--- src/rtl/rdb_pkg.sv ---
package rdb_pkg;

    // Burst length codes as written through the mode port.
    typedef enum logic [2:0] {
        BL_ONE   = 3'd0,
        BL_TWO   = 3'd1,
        BL_FOUR  = 3'd2,
        BL_EIGHT = 3'd3,
        BL_PAGE  = 3'd7
    } bl_code_e;

    // True for the burst length codes the block supports.
    function automatic logic bl_code_ok(input logic [2:0] code);
        return (code <= 3'd3) || (code == 3'd7);
    endfunction

endpackage

--- src/rtl/rdb_word_src.sv ---
// rdb_word_src: computed stand-in for the storage array.
// Gives the word at (bank, column) as {bank, alternating pattern, column}.
// Assumes DQ_W is wider than BANK_W + COL_W.
module rdb_word_src #(
    parameter int BANK_W = 2,
    parameter int COL_W  = 9,
    parameter int DQ_W   = 16
) (
    input  logic [BANK_W-1:0] bank,
    input  logic [COL_W-1:0]  col,
    output logic [DQ_W-1:0]   word
);
    localparam int PAT_W = DQ_W - BANK_W - COL_W;

    logic [PAT_W-1:0] pat;

    // Pattern bits: ones at even positions.
    for (genvar i = 0; i < PAT_W; i++) begin : g_pat
        assign pat[i] = ((i % 2) == 0);
    end

    assign word = {bank, pat, col};
endmodule

--- src/rtl/rdb_mode_reg.sv ---
// rdb_mode_reg: holds CAS latency and burst length code.
// Takes a write only when it is legal, no READ is sampled and nothing is busy.
// Assumes CL_MIN <= CL_MAX and that CL_W can hold CL_MAX.
module rdb_mode_reg
    import rdb_pkg::*;
#(
    parameter int CL_MIN = 2,
    parameter int CL_MAX = 3,
    parameter int CL_W   = 2
) (
    input  logic            clk,
    input  logic            rst_n,
    input  logic            mode_wr,
    input  logic [CL_W-1:0] mode_cl,
    input  logic [2:0]      mode_bl,
    input  logic            busy,
    input  logic            cmd_rd,
    output logic [CL_W-1:0] cl,
    output bl_code_e        bl
);
    localparam logic [CL_W-1:0] CL_LO = CL_W'(CL_MIN);
    localparam logic [CL_W-1:0] CL_HI = CL_W'(CL_MAX);

    logic legal;
    logic take;

    // Decide whether this cycle's write may land.
    always_comb begin
        legal = (mode_cl >= CL_LO) && (mode_cl <= CL_HI) && bl_code_ok(mode_bl);
        take  = mode_wr && legal && !busy && !cmd_rd;
    end

    // Mode storage with reset defaults.
    always_ff @(posedge clk) begin
        if (!rst_n) begin
            cl <= CL_HI;
            bl <= BL_FOUR;
        end else if (take) begin
            cl <= mode_cl;
            bl <= bl_code_e'(mode_bl);
        end
    end
endmodule

--- src/rtl/rdb_burst_engine.sv ---
// rdb_burst_engine: walks the column sequence of the current burst.
// Each cycle it is active, it presents one (bank, column) pair.
// A READ reloads it at once. This is how truncation is done.
// Assumes COL_W >= 3 so that an eight-word block fits.
module rdb_burst_engine
    import rdb_pkg::*;
#(
    parameter int BANK_W = 2,
    parameter int COL_W  = 9
) (
    input  logic              clk,
    input  logic              rst_n,
    input  logic              cmd_rd,
    input  logic [BANK_W-1:0] cmd_bank,
    input  logic [COL_W-1:0]  cmd_col,
    input  bl_code_e          bl,
    output logic              active,
    output logic              full,
    output logic [BANK_W-1:0] bank,
    output logic [COL_W-1:0]  col,
    output logic [COL_W-1:0]  remain
);
    logic [COL_W-1:0] mask_n;
    logic [COL_W-1:0] mask_q;
    logic [COL_W-1:0] col_nx;

    // Wrap mask for the requested length; full page uses the whole page.
    always_comb begin
        case (bl)
            BL_ONE:   mask_n = '0;
            BL_TWO:   mask_n = COL_W'(1);
            BL_FOUR:  mask_n = COL_W'(3);
            BL_EIGHT: mask_n = COL_W'(7);
            default:  mask_n = '1;
        endcase
    end

    // Next column: increment inside the aligned block.
    always_comb begin
        col_nx = (col & ~mask_q) | ((col + COL_W'(1)) & mask_q);
    end

    // Burst state: load on READ, advance while active, stop at the end.
    always_ff @(posedge clk) begin
        if (!rst_n) begin
            active <= 1'b0;
            full   <= 1'b0;
            bank   <= '0;
            col    <= '0;
            remain <= '0;
            mask_q <= '0;
        end else if (cmd_rd) begin
            active <= 1'b1;
            full   <= (bl == BL_PAGE);
            bank   <= cmd_bank;
            col    <= cmd_col;
            remain <= mask_n;
            mask_q <= mask_n;
        end else if (active) begin
            if (!full && (remain == '0)) begin
                active <= 1'b0;
            end else begin
                col <= col_nx;
                if (!full) begin
                    remain <= remain - COL_W'(1);
                end
            end
        end
    end
endmodule

--- src/rtl/rdb_lat_pipe.sv ---
// rdb_lat_pipe: delays the word stream to honour the CAS latency.
// A chain of CL_MAX-2 stages is tapped at CL-2. The last stage is the output register.
// Assumes CL_MAX >= 3 and that cl changes only while the chain is empty.
module rdb_lat_pipe #(
    parameter int DQ_W   = 16,
    parameter int CL_MAX = 3,
    parameter int CL_W   = 2
) (
    input  logic            clk,
    input  logic            rst_n,
    input  logic            in_vld,
    input  logic [DQ_W-1:0] in_data,
    input  logic [CL_W-1:0] cl,
    output logic [DQ_W-1:0] dq,
    output logic            dq_oe,
    output logic            busy
);
    localparam int NSTG = CL_MAX - 2;

    logic [NSTG-1:0] stg_v;
    logic [DQ_W-1:0] stg_d [NSTG];
    logic [NSTG:0]   tap_v;
    logic [DQ_W-1:0] tap_d [NSTG+1];
    logic [CL_W-1:0] sel;
    logic            sel_v;
    logic [DQ_W-1:0] sel_d;

    // Tap vector: tap 0 is the engine, tap k is stage k-1.
    always_comb begin
        tap_v    = {stg_v, in_vld};
        tap_d[0] = in_data;
        for (int k = 0; k < NSTG; k++) begin
            tap_d[k+1] = stg_d[k];
        end
    end

    // Delay chain.
    always_ff @(posedge clk) begin
        if (!rst_n) begin
            stg_v <= '0;
            for (int k = 0; k < NSTG; k++) begin
                stg_d[k] <= '0;
            end
        end else begin
            stg_v <= tap_v[NSTG-1:0];
            for (int k = 0; k < NSTG; k++) begin
                stg_d[k] <= tap_d[k];
            end
        end
    end

    // Pick the tap that matches the programmed latency.
    always_comb begin
        sel   = cl - CL_W'(2);
        sel_v = tap_v[0];
        sel_d = tap_d[0];
        for (int k = 1; k <= NSTG; k++) begin
            if (sel == CL_W'(k)) begin
                sel_v = tap_v[k];
                sel_d = tap_d[k];
            end
        end
    end

    // Output register: drives data only while a word is valid.
    always_ff @(posedge clk) begin
        if (!rst_n) begin
            dq_oe <= 1'b0;
            dq    <= '0;
        end else begin
            dq_oe <= sel_v;
            dq    <= sel_v ? sel_d : '0;
        end
    end

    // Any word still in the chain or on the output keeps the block busy.
    assign busy = (|stg_v) | dq_oe;
endmodule

--- src/rtl/rdburst_pipe.sv ---
// rdburst_pipe: read data path of a single-data-rate synchronous DRAM.
// Chains the mode register, burst engine, word source and latency pipeline.
// Assumes one READ at most per cycle and that bank activation is handled elsewhere.
module rdburst_pipe
    import rdb_pkg::*;
#(
    parameter int BANK_W = 2,
    parameter int COL_W  = 9,
    parameter int DQ_W   = 16,
    parameter int CL_MAX = 3,
    localparam int CL_W  = $clog2(CL_MAX + 1)
) (
    input  logic              clk,
    input  logic              rst_n,
    input  logic              cmd_rd,
    input  logic [BANK_W-1:0] cmd_bank,
    input  logic [COL_W-1:0]  cmd_col,
    input  logic              mode_wr,
    input  logic [CL_W-1:0]   mode_cl,
    input  logic [2:0]        mode_bl,
    output logic [DQ_W-1:0]   dq,
    output logic              dq_oe
);
    logic [CL_W-1:0]   cur_cl;
    bl_code_e          cur_bl;
    logic              eng_active;
    logic              eng_full;
    logic [BANK_W-1:0] eng_bank;
    logic [COL_W-1:0]  eng_col;
    logic [COL_W-1:0]  eng_remain;
    logic [DQ_W-1:0]   eng_word;
    logic              pipe_busy;
    logic              busy;

    // Busy spans the engine and every word in flight.
    assign busy = eng_active | pipe_busy;

    rdb_mode_reg #(
        .CL_MIN (2),
        .CL_MAX (CL_MAX),
        .CL_W   (CL_W)
    ) u_mode (
        .clk     (clk),
        .rst_n   (rst_n),
        .mode_wr (mode_wr),
        .mode_cl (mode_cl),
        .mode_bl (mode_bl),
        .busy    (busy),
        .cmd_rd  (cmd_rd),
        .cl      (cur_cl),
        .bl      (cur_bl)
    );

    rdb_burst_engine #(
        .BANK_W (BANK_W),
        .COL_W  (COL_W)
    ) u_eng (
        .clk      (clk),
        .rst_n    (rst_n),
        .cmd_rd   (cmd_rd),
        .cmd_bank (cmd_bank),
        .cmd_col  (cmd_col),
        .bl       (cur_bl),
        .active   (eng_active),
        .full     (eng_full),
        .bank     (eng_bank),
        .col      (eng_col),
        .remain   (eng_remain)
    );

    rdb_word_src #(
        .BANK_W (BANK_W),
        .COL_W  (COL_W),
        .DQ_W   (DQ_W)
    ) u_src (
        .bank (eng_bank),
        .col  (eng_col),
        .word (eng_word)
    );

    rdb_lat_pipe #(
        .DQ_W   (DQ_W),
        .CL_MAX (CL_MAX),
        .CL_W   (CL_W)
    ) u_pipe (
        .clk     (clk),
        .rst_n   (rst_n),
        .in_vld  (eng_active),
        .in_data (eng_word),
        .cl      (cur_cl),
        .dq      (dq),
        .dq_oe   (dq_oe),
        .busy    (pipe_busy)
    );
endmodule

--- config.mk ---
export PLATFORM = sky130hd
export DESIGN_NAME = rdburst_pipe
export DESIGN_NICKNAME = d
export VERILOG_FILES = /design/src/rtl/rdb_pkg.sv /design/src/rtl/rdb_word_src.sv /design/src/rtl/rdb_mode_reg.sv /design/src/rtl/rdb_burst_engine.sv /design/src/rtl/rdb_lat_pipe.sv /design/src/rtl/rdburst_pipe.sv
export SDC_FILE = /design/constraint.sdc
export NUM_CORES = 1
export LEC_CHECK = 0
export BUFFER_PORTS_ARGS = -buffer_cell sky130_fd_sc_hd__clkbuf_2
export CAP_MARGIN = 20
export CORE_MARGIN = 3
export CORE_UTILIZATION = 23
export CTS_CLUSTER_DIAMETER = 200
export DETAILED_ROUTE_END_ITERATION = 8
export GPL_ROUTABILITY_DRIVEN = 0
export SLEW_MARGIN = 20
export SYNTH_ARGS = -nofsm -noshare
export SYNTH_HDL_FRONTEND = slang
export SYNTH_SLANG_ARGS = --single-unit
--- constraint.sdc ---
create_clock -name clk -period 2 [get_ports clk]
set_input_delay 0.4 -clock clk [delete_from_list [all_inputs] [get_ports clk]]
set_output_delay 0.4 -clock clk [all_outputs]
set_load 0.05 [all_outputs]
==> metrics, run 1 <==
status finished clean; Initial Util 24.15%; data arrival time of the worst path approximately 2.2 ns; Chip Height 108.5 µm; DRT Wirelength about 6000 µm; antenna violations before repair 0; syn_area_per_cell 8.878 µm²; Req. time, crit path 2.25 ns; CP startpoint kind flip-flop; Top Ports 37; largest cells by area after synthesis dfxtp_1 (47%), nand2_1 (6.1%), a21oi_1 (5.2%); total CTS buffers 9; Yosys reg bits 57; setup_tns 0 ns; worst hold path type in2reg; Inserted Diodes 0; PnR Total Power between 2 and 3 mW; Core Util, Final between 30% and 40%; max-slew violations 0; Peak VDD IR roughly 0.35 mV; # clock sinks 57; IO buf count 34; WL/cell 12.93 µm; Final ANT Viol Nets 0; RSZ-0062 raised after global routing true; TritonRoute pass-1 iters 4; Die Width 108.5 µm; CP Launch Point u_eng.remain[0]; pwr dens 851.1 mW/mm²; critical path class reg2reg; initial DRC count 92; Clock Skew 0.007564 ns; Root Driver clkbuf_8; Via-to-Cell Ratio 4.490; synthesis-to-finish area growth 27.10%; Reg-to-Reg Start u_eng.remain[0]; Largest stage delay, worst path 0.49 ns; GRT Total Usage 10.62%; Non-Filler Instances 461; dpl cells 445; r2r worst-path depth 6; reg2reg setup slack 0.05 ns; Core Region 0.01000 mm²; crit-path max FO 6; P_leak around 1.2 nW; Detailed Place HPWL around 4200 µm; cts hold-fix bufs 0; Fin. Hold Viols 0; Critical Path Sink Type flip-flop; fin crit period about 2 ns; top_reg_cell synth dfxtp_1; pin count of the biggest net entering global routing 37; cell count after synthesis roughly 270; Final nets 345; die area 0.01176 mm²; Worst-path clk slew 0.06 ns; H-tree depth 3; CTS Buffer Depth 2; CTS tree done; Cell Area, Synth ~0.0024 mm²; Reg area 0.001141 mm²; post-synthesis sequential area ratio 47.25%; vias 2,070; Setup Viol. Count Final 0; fmax 512.9 MHz; Clk Latency, worst-skew pair 0.33 ns; CP cell instances inv_1 > ha_4 > or4b_4 > o311a_4 > or2_4 > a221oi_2; drt drc 0; fillcell total 1,078; layout cell share with drive strength beyond 1 26.83%; Synth area leader dfxtp_1; grt ovf 0; Setup Buffers After CTS 0; top-area cell type share of the netlist area 47.25%; yosys warns 0; Async S/R FF share, synth 0%; final period utilization 97.49%; global-route wire length before repair 9798 µm; hold_ws between 0.2 and 0.3 ns; vias in the first global route 2,024; Multi-input gate area 0.001181 mm²; slowest CP cell or4b_4; Synth cell types 50; number of synthesized flops with an enable pin 0; std cell rows 36; max_cap viols 0
-- report_power, final --
group | leakage, nW | internal (mW) | switching, mW
combinational | 0.625 | 0.147 | 0.185
clock | 0.0953 | 0.605 | 0.463
sequential | 0.466 | 1.18 | 0.0323
total | 1.19 | 1.93 | 0.680
-- metrics by stage --
step | setup WS [ns] | instance area (µm²)
2_1_floorplan | 0.0006639 | 2431
3_3_place_gp | -0.02973 | 2845
3_5_place_dp | -0.06988 | 2845
5_1_grt | -0.02290 | 3069
6_report | 0.05023 | 3069
4_1_cts | 0.01117 | 3050
-- cells in the final DEF (no fill, tap or decap), types with 3 or more instances in the layout --
| cell type | netlist | routed |
|---|---|---|
| and2_1 | 13 | 13 |
| o21ai_0 | 13 | 13 |
| a21oi_1 | 25 | 24 |
| nand3_1 | 4 | 4 |
| nor3_1 | 6 | 6 |
| nand2_1 | 39 | 39 |
| buf_4 | 4 | 22 |
| nor4_1 | 4 | 4 |
| nor2b_1 | 3 | 3 |
| clkbuf_8 | 0 | 10 |
| inv_1 | 13 | 12 |
| dfxtp_1 | 57 | 57 |
| a311oi_1 | 4 | 4 |
| nor2_1 | 21 | 21 |
| a211oi_1 | 3 | 3 |
| clkbuf_2 | 0 | 34 |
| xnor2_1 | 4 | 4 |
| a221oi_2 | 3 | 3 |
| o31ai_1 | 3 | 3 |
| mux2i_1 | 6 | 6 |
-- kinds of logic (layout without fill, tap and decap cells) --
family	after synthesis	in the layout	synth area share, %
muxes	8	8	3.420
AOI/OAI and AO/OA	65	65	19.38
xor gates and xnor gates	5	5	1.813
other	1	2	0.1553
adders and majority gates	2	2	1.036
DFF	57	57	47.25
and+or+nand+nor	104	104	21.30
buffers and inverters	30	85	5.648
-- repair_timing --
action / CTS / global route
gates resized for setup: 3 / 4
pin swaps: 0 / 0
endpoints found under the setup margin: 7 / 5
-- routing by layer --
layer | vias to the layer above | GRT usage [%] | wire [µm]
li1 | 1047 | - | -
met1 | 976 | 12.70 | 2707
met2 | 42 | 17.52 | 2937
met3 | 5 | 4.299 | 274
met4 | 0 | 3.066 | 39
met5 | - | 0 | 0
-- cells in the mapped netlist (2+ instances only) --
master / count
o31ai_1: 3
ha_1: 2
nor4b_1: 2
a21oi_1: 25
a311oi_1: 4
nor3_1: 6
o21ai_0: 13
nand3_1: 4
nor2b_1: 3
nand2_1: 39
a211oi_1: 3
and2_1: 13
a221oi_2: 3
buf_4: 4
o31a_1: 2
clkbuf_1: 10
a22oi_1: 2
mux2i_1: 6
nand2b_1: 2
dfxtp_1: 57
nor2_1: 21
xnor2_1: 4
mux2_2: 2
nor4_1: 4
inv_1: 13
-- how the worst min path moves through the flow --
stage                        startpoint             to  cells after the start  slack (ns)
floorplan           u_pipe.stg_d[0][10]  u_pipe.dq[13]                      2        0.42
global placement    u_pipe.stg_d[0][12]  u_pipe.dq[14]                      2        0.42
detailed placement   u_pipe.stg_d[0][5]   u_pipe.dq[5]                      2        0.43
CTS                          mode_cl[0]   u_mode.cl[0]                      3        0.27
global route                 mode_cl[0]   u_mode.cl[0]                      3        0.28
finish                       mode_cl[0]   u_mode.cl[0]                      3        0.29
-- critical path, delay by kind of cell, from the launching register on --
kind                       cells  cell delay [ns]
and+or+nand+nor                2             0.76
AOI/OAI and AO/OA              2             0.57
DFF                            1             0.31
adders and majority gates      1             0.13
buffers and inverters          1             0.09
-- cell type report --
type | instances | area share, %
Clock buffer | 11 | 4.607
Multi-Input combinational cell | 186 | 38.48
Sequential cell | 57 | 37.18
Tap cell | 133 | 5.422
Inverter | 13 | 1.590
Timing Repair Buffer | 56 | 10.93
Clock inverter | 5 | 1.794
Note: power is estimated with default switching activity, not from simulation.
==> run 2: changes to the inputs <==
- CORE_MARGIN: 3 -> default
==> run 2 against run 1 <==
Compared with the run above: critical path depth rose by 1; highest routed layer unchanged; critical path type unchanged; clock power rose by 14%; via count barely moved; worst setup slack improved by 0.0034 ns.
==> metrics, run 2 (synthesized netlist as in run 1, its figures left out) <==
status finished clean (unchanged); Core Util, Final 30.29% (was 30.69%); die area 0.01091 mm² (was 0.01176 mm²); Die Width 104.5 µm (was 108.5 µm); Peak VDD IR 0.3196 mV (was 0.3475 mV); reg2reg setup slack 0.05 ns (about the same); P_leak 1.204 nW (was 1.186 nW); WL/cell 12.26 µm (was 12.93 µm); RSZ-0062 raised after global routing true (unchanged); max_cap viols 0 (unchanged); H-tree depth 3 (unchanged); critical path class reg2reg (unchanged); relative slew slack 64.07%; CTS tree done (unchanged); pin count of the biggest net entering global routing 37 (unchanged); Final ANT Viol Nets 0 (unchanged); global-route wire length before repair 9673 µm (was 9798 µm); pwr dens 889.9 mW/mm² (was 851.1 mW/mm²); worst hold path type in2reg (unchanged); Detailed Place HPWL 4125 µm (was 4216 µm); initial DRC count 105 (was 92); vias 2,068 (was 2,070); Setup Viol. Count Final 0 (unchanged); M3 GR Usage 2.757% (was 4.299%); global route hottest layer met2 (unchanged); CTS Buffer Depth 2 (unchanged); crit-path max FO 4 (was 6); commonest non-fill, non-tap cell in the layout dfxtp_1 (unchanged); final setup margin 0.05364 ns (was 0.05023 ns); max-slew violations 0 (unchanged); DP Area 0.002856 mm² (was 0.002845 mm²); layout cell share with drive strength beyond 1 27.66% (was 26.83%); GR Util met2 19.30% (was 17.52%); CP startpoint kind flip-flop (unchanged); total CTS buffers 9 (unchanged); synthesis-to-finish area growth 28.34% (was 27.10%); CP delay by family, top compound AO/OA/AOI/OAI gates (was simple AND/OR/NAND/NOR gates); Root Driver clkbuf_8 (unchanged); slowest CP cell or4b_4 (unchanged); grt ovf 0 (unchanged); fin crit period 1.946 ns (was 1.950 ns); antenna violations before repair 0 (unchanged); IO buf count 34 (unchanged); Largest stage delay, worst path 0.49 ns (about the same); Chip Height 104.5 µm (was 108.5 µm); Clk Latency, worst-skew pair 0.33 ns (about the same); Via-to-Cell Ratio 4.447 (was 4.490); Worst Hold End u_mode.cl[0] (unchanged); drt drc 0 (unchanged); TritonRoute pass-1 iters 4 (unchanged); fmax 513.8 MHz (was 512.9 MHz); min-delay src mode_cl[0] (unchanged); Setup Buffers After CTS 0 (unchanged); DRT Wirelength 5699 µm (was 5959 µm); final period utilization 97.32% (was 97.49%); Fin. Hold Viols 0 (unchanged); Core Region 0.01023 mm² (was 0.01000 mm²); Req. time, crit path 2.21 ns (was 2.25 ns); # clock sinks 57 (unchanged); Reg-to-Reg Start u_eng.remain[1] (was u_eng.remain[0]); hold_ws 0.3018 ns (was 0.2863 ns); Design Area, Final 0.003099 mm² (was 0.003069 mm²); Inserted Diodes 0 (unchanged); CP bufs+invs 2 (was 1); most frequent cells in the layout dfxtp_1 (56), nand2_1 (39), clkbuf_2 (34) (was dfxtp_1 (57), nand2_1 (39), clkbuf_2 (34)); Top Ports 37 (unchanged); CP cell instances inv_2 > ha_4 > or4b_4 > o31a_2 > buf_4 > a211oi_1 > nor3_1 (was inv_1 > ha_4 > or4b_4 > o311a_4 > or2_4 > a221oi_2); data arrival time of the worst path 2.15 ns (was 2.20 ns); Final nets 346 (was 345); worst-margin pin slew 0.5254 ns; Critical Path Sink Type flip-flop (unchanged); Worst R2R End u_eng.col[0]; CP Launch Point u_eng.remain[1] (was u_eng.remain[0]); met1 Usage GRT 13.06% (was 12.70%); GRT Total Usage 11.26% (was 10.62%); vias in the first global route 2,026 (was 2,024); r2r worst-path depth 7 (was 6); Hold Crit Depth 3 (unchanged); std cell rows 37 (was 36); dpl ws -0.06994 ns (was -0.06988 ns); Initial Util 23.60% (was 24.15%); Clock Skew 0.006073 ns (was 0.007564 ns); Worst-path clk slew 0.06 ns (about the same); setup_tns 0 ns (unchanged)
-- run 2: metal layers --
| metal | vias up | routed length, µm |
|---|---|---|
| li1 | 1052 | - |
| met1 | 963 | 2578 |
| met2 | 41 | 2832 |
| met3 | 12 | 196 |
| met4 | 0 | 92 |
| met5 | - | 0 |
-- run 2: per-stage QoR --
stage	instances	power (mW)
2_1_floorplan	273	1.440
6_report	465	2.758
3_3_place_gp	449	1.554
4_1_cts	465	2.781
3_5_place_dp	449	1.560
5_1_grt	465	2.882
-- run 2: final cells by class --
class | count | area, µm²
tap | 136 | 170.2
clock buffer | 11 | 151.4
timing repair buffer | 57 | 342.8
inverter | 13 | 48.80
clock inverter | 5 | 77.57
fill | 1055 | 7132
sequential | 57 | 1142
multi-input combinational | 186 | 1166
-- run 2: timing repair --
action,in CTS,in global routing
pin swaps,0,1
setup endpoints to repair,5,5
hold buffers,0,0
gates resized for setup,2,4
endpoints found under the hold margin,0,0
-- run 2: report_power, final --
group | leakage (nW) | switching, mW | internal, mW | total (mW)
clock network | 0.115 | 0.454 | 0.765 | 1.22
logic | 0.623 | 0.179 | 0.147 | 0.327
registers | 0.466 | 0.0322 | 1.18 | 1.21
-- run 2: worst reg2reg max path, cell delays in order (launching register included) --
cell	delay, ns
dfxtp_2	0.33
inv_2	0.06
ha_4	0.12
or4b_4	0.49
o31a_2	0.33
buf_4	0.15
a211oi_1	0.26
nor3_1	0.09
-- run 2: worst max-delay path by stage --
stage | to | slack, ns | cells after the start
2_1_floorplan | flip-flop | 0.0007 | 7
5_1_grt | flip-flop | -0.02 | 6
3_5_place_dp | u_mode.bl[1] | -0.07 | 5
3_3_place_gp | flip-flop | -0.03 | 6
4_1_cts | flip-flop | 0.04 | 6
6_report | u_eng.col[0] | 0.05 | 7
